## config.mk

```make
export PLATFORM = sky130hd
export DESIGN_NAME = flp_burst_enc
export DESIGN_NICKNAME = d
export VERILOG_FILES = /design/src/rtl/flp_burst_enc.sv
export SDC_FILE = /design/constraint.sdc
export NUM_CORES = 1
export LEC_CHECK = 0
export BUFFER_PORTS_ARGS = -buffer_cell sky130_fd_sc_hd__buf_4
export CAP_MARGIN = 25
export CORE_ASPECT_RATIO = 1.2
export CORE_MARGIN = 4
export CORE_UTILIZATION = 40
export CTS_CLUSTER_DIAMETER = 30
export DETAILED_ROUTE_END_ITERATION = 8
export GPL_TIMING_DRIVEN = 0
export PLACE_DENSITY = 0.56
export SYNTH_ARGS = -nofsm -noshare
export SYNTH_HDL_FRONTEND = slang
export SYNTH_SLANG_ARGS = --single-unit
export TNS_END_PERCENT = 5
```

## constraint.sdc

```tcl
create_clock -name clk -period 4.08 [get_ports clk]
set_input_delay 1.224 -clock clk [delete_from_list [all_inputs] [get_ports clk]]
set_output_delay 1.224 -clock clk [all_outputs]
set_load 0.01 [all_outputs]
```

## src/rtl/flp_burst_enc.sv

```systemverilog
module flp_burst_enc #(
  parameter int SLOT_CYC = 3125,
  parameter int GAP_CYC  = 16
) (
  input  logic        clk,
  input  logic        rst_n,
  input  logic        start,
  input  logic [15:0] word,
  output logic        pulse,
  output logic        busy,
  output logic        done
);
  localparam int CW = (SLOT_CYC > 1) ? $clog2(SLOT_CYC) : 1;
  localparam int GW = $clog2(GAP_CYC + 1) > 0 ? $clog2(GAP_CYC + 1) : 1;
  localparam logic [5:0] LAST_IDX = 6'd32;

  logic [CW-1:0] cnt;
  logic [5:0]    idx;
  logic [15:0]   sh;
  logic [GW-1:0] gap;

  wire       accept   = start && !busy && (gap == '0);
  wire       slot_end = (cnt == CW'(SLOT_CYC - 1));
  wire [5:0] nidx     = idx + 6'd1;

  always_ff @(posedge clk) begin
    if (!rst_n) begin
      cnt   <= '0;
      idx   <= '0;
      sh    <= '0;
      gap   <= '0;
      pulse <= 1'b0;
      busy  <= 1'b0;
      done  <= 1'b0;
    end else begin
      pulse <= 1'b0;
      done  <= 1'b0;
      if (gap != '0) gap <= gap - 1'b1;
      if (accept) begin
        busy  <= 1'b1;
        cnt   <= '0;
        idx   <= '0;
        sh    <= word;
        pulse <= 1'b1;
      end else if (busy) begin
        if (idx == LAST_IDX) begin
          busy <= 1'b0;
          done <= 1'b1;
          gap  <= GW'(GAP_CYC);
        end else if (slot_end) begin
          cnt <= '0;
          idx <= nidx;
          if (nidx[0]) begin
            pulse <= sh[0];
            sh    <= sh >> 1;
          end else begin
            pulse <= 1'b1;
          end
        end else begin
          cnt <= cnt + 1'b1;
        end
      end
    end
  end

  a_r5_pulse_in_burst: assert property (@(posedge clk) disable iff (!rst_n)
    pulse |-> busy);
  a_r5_single_width: assert property (@(posedge clk) disable iff (!rst_n)
    (pulse && SLOT_CYC > 1) |=> !pulse);
  a_r2_first_frame: assert property (@(posedge clk) disable iff (!rst_n)
    $rose(busy) |-> (pulse && $past(start)));
  a_r8_done_after_frame: assert property (@(posedge clk) disable iff (!rst_n)
    done |-> (!busy && $past(busy) && $past(pulse)));
  a_r8_done_single: assert property (@(posedge clk) disable iff (!rst_n)
    done |=> !done);
  generate
    if (GAP_CYC > 0) begin : g_gap_chk
      a_r9_no_start_at_done: assert property (@(posedge clk) disable iff (!rst_n)
        done |=> !busy);
    end
  endgenerate
endmodule

```

==> flow_summary.json <==
{
  "outcome": "finished, final reports clean",
  "synth_simple_gate_area_share_pct": 29.1,
  "grt_overflow": 0,
  "cts-root-buf": "clkbuf_8",
  "wl_met2_microns": 2160,
  "holdBufCountCts": 0,
  "p_clk_share_pct": 25.8,
  "critical-path-top-delay-family": "compound AO/OA/AOI/OAI gates",
  "worst_pin_slew_ps": 567,
  "leakage_nw": 0.838,
  "synthesis.nets": 269,
  "n_antenna_cell": 0,
  "routed_wl_microns": 4560,
  "clk_latency_ps": 290,
  "startpoint_type": "primary input",
  "power_density_nw_per_um2": 445,
  "vias": 1829,
  "drv_slew": 0,
  "drc": 0,
  "dieArea_sq_um": 6620,
  "p_int_mw": 0.732,
  "final_common_cell": "dfxtp_1",
  "rsz0062_at_grt": "false",
  "synthXorXnorAreaFrac_pct": 2.44,
  "path_clk_slew_ps": 80,
  "syn-cell-area_sq_um": 2150,
  "drive_gt1_share_pct": 23.0,
  "p_comb_share_pct": 27.5,
  "cap_violations": 0,
  "drt-met1-wl_microns": 2140,
  "drt_iter0_markers": 46,
  "min_period_ps": 2290,
  "ys_ff_latch": 42,
  "grt_usage_pct": 15.5,
  "synth_mux_area_share_pct": 0.465,
  "ys.flop_type": "dfxtp_1",
  "grt_max_degree": 14,
  "peakVddDrop_mv": 0.295,
  "coreArea_sq_um": 5260,
  "ys_top_cells_by_area": "dfxtp_1, nand2_1, nand4_1",
  "final.setup.tns_ps": 0,
  "fin_util_pct": 47.2,
  "path_buf_inv": 2,
  "cp-end-kind": "flop",
  "rows": 29,
  "cts_tree": "built",
  "synthToLayoutAreaGrowth_pct": 15.4,
  "dp_hpwl_microns": 3410,
  "slew_headroom_pct": 62.2,
  "initial_utilization_pct": 40.9,
  "period_share_pct": 56.0,
  "synth_edf_count": 0,
  "io_pins": 22,
  "placed_cell_area_sq_um": 2390,
  "p_sw_share_pct": 33.7,
  "vias_per_cell": 5.44,
  "synth_cell_types": 42,
  "fmax_ghz": 0.437,
  "seq_power_share_pct": 46.7,
  "grt_pass1_vias": 1786,
  "critPathArrivalTime_ps": 2510,
  "mostFrequentLayoutCells": "dfxtp_1, nand2_1, buf_4",
  "clock_skew_ps": 2.78,
  "clk_path_buf_depth": 2,
  "nets": 297,
  "ys_seq_area_share_pct": 39.1,
  "async_reset_ff_share_pct": 0,
  "gp_congestion": 0.779,
  "critPathMaxStageDelay_ps": 370,
  "h-tree-depth": 2,
  "syn_inst": 245,
  "fillCellCount": 537,
  "crit_path_max_fanout": 10,
  "cts_setup_buffers": 0,
  "syn_area_per_cell_sq_um": 8.78,
  "grt_pass1_wl_microns": 8060,
  "wire_per_inst_microns": 13.6,
  "hold_path.class": "flop to flop",
  "crit_chain": "buf_4 -> nor2b_1 -> a21oi_2 -> clkbuf_1 -> nand4_1 -> o211ai_1",
  "antenna_left": 0,
  "numCtsBuffers": 5,
  "clkSinkCount": 42,
  "yosysTopAreaCellShare_pct": 39.1,
  "top_layer": "met4",
  "numPortBuffers": 21,
  "met3_length_microns": 165,
  "fin_area_sq_um": 2480,
  "fp.dieH_microns": 88.3,
  "finalSetupViolCount": 0,
  "worst_path_max_delay_cell": "a21oi_2",
  "crit_type": "primary input to flop",
  "synth_compound_area_share_pct": 19.7,
  "first_pass_iters": 4,
  "cts_resized": 0,
  "reg2reg_setup_slack_ps": 2010,
  "required_ps": 4300,
  "switchingPower_mw": 0.373,
  "synth_warnings": 0,
  "hold_viol": 0,
  "die_w_microns": 74.9,
  "synth_top_cell_by_area": "dfxtp_1",
  "synth_top_family_by_area": "simple AND/OR/NAND/NOR gates",
  "antenna_found_initial": 0,
  "synth_adder_area_share_pct": 2.91
}
## layout make-up
class,instances,area (sq um),share of cell area [%]
multi-input cells,179,1180,47.4
flip-flops and latches,42,841,33.9
clock inverters,2,12.5,0.504
clock buffers,6,82.6,3.33
plain buffers,14,96.3,3.88
inverters,10,37.5,1.51
well taps,62,77.6,3.13
repair buffers,21,158,6.35
## cells in the mapped netlist, drive strengths merged, types with 2 or more instances
cell and instances:
clkbuf 2, o21ai 8, nor2 9, nor4b 4
a211oi 2, ha 5, nand3 12, a21oi 21
buf 12, xnor2 5, dfxtp 42, o31ai 6
or4 6, and4 2, inv 10, nand4 20
or3 4, nor3 4, nand2 40, and2 4
o211ai 18
## sequential cells by signal, indices dropped and copies added, names as in the netlist
name,count
idx,6
done,1
gap,5
sh,16
cnt,12
busy,1
pulse,1
## worst paths after layout
path                  startpoint            endpoint  cells after the start
min reg2reg   sh[3]$_SDFFE_PN0P_  sh[3]$_SDFFE_PN0P_                      2
max                        start  sh[8]$_SDFFE_PN0P_                      6
max reg2reg  idx[0]$_SDFFE_PP0P_  sh[8]$_SDFFE_PN0P_                      6
min           sh[3]$_SDFFE_PN0P_  sh[3]$_SDFFE_PN0P_                      2
## metrics by stage
stage	total power, mW	setup slack (ps)	hold slack [ps]	instances
after detailed placement	0.835	1470	472	328
after CTS	1.13	1790	490	336
after global routing	1.19	1630	502	336
after floorplan	0.748	1840	452	245
after global placement	0.835	1440	467	328
final	1.10	1790	485	336
## per-layer routing
layer / GRT usage (%) / vias to the layer above
met1: 19.3 / 839
met5: 0 / -
met3: 4.09 / 9
met2: 25.2 / 26
li1: - / 955
met4: 6.31 / 0
## cells by family (layout without fill, tap and decap cells)
logic type      after synthesis  in the layout
fa+ha+maj                     5              5
compound gates               57             57
xor+xnor                      6              6
flops                        42             42
mux                           1              1
simple gates                110            110
buf+inv                      24             53
## power by group through the flow
| stage | Sequential, mW | Combinational (mW) | Clock [mW] |
|---|---|---|---|
| global placement | 0.525 | 0.310 | 0 |
| finish | 0.516 | 0.304 | 0.285 |
| detailed placement | 0.525 | 0.311 | 0 |
| floorplan | 0.518 | 0.229 | 0 |
| global route | 0.525 | 0.344 | 0.318 |
| CTS | 0.516 | 0.312 | 0.298 |
## tightest hold or removal path, stage by stage, from the launching register on
cell and delay [ps]:
dfxtp_1 320, nand2_1 50, o211ai_1 70
Power figures use the tool's default switching activity.
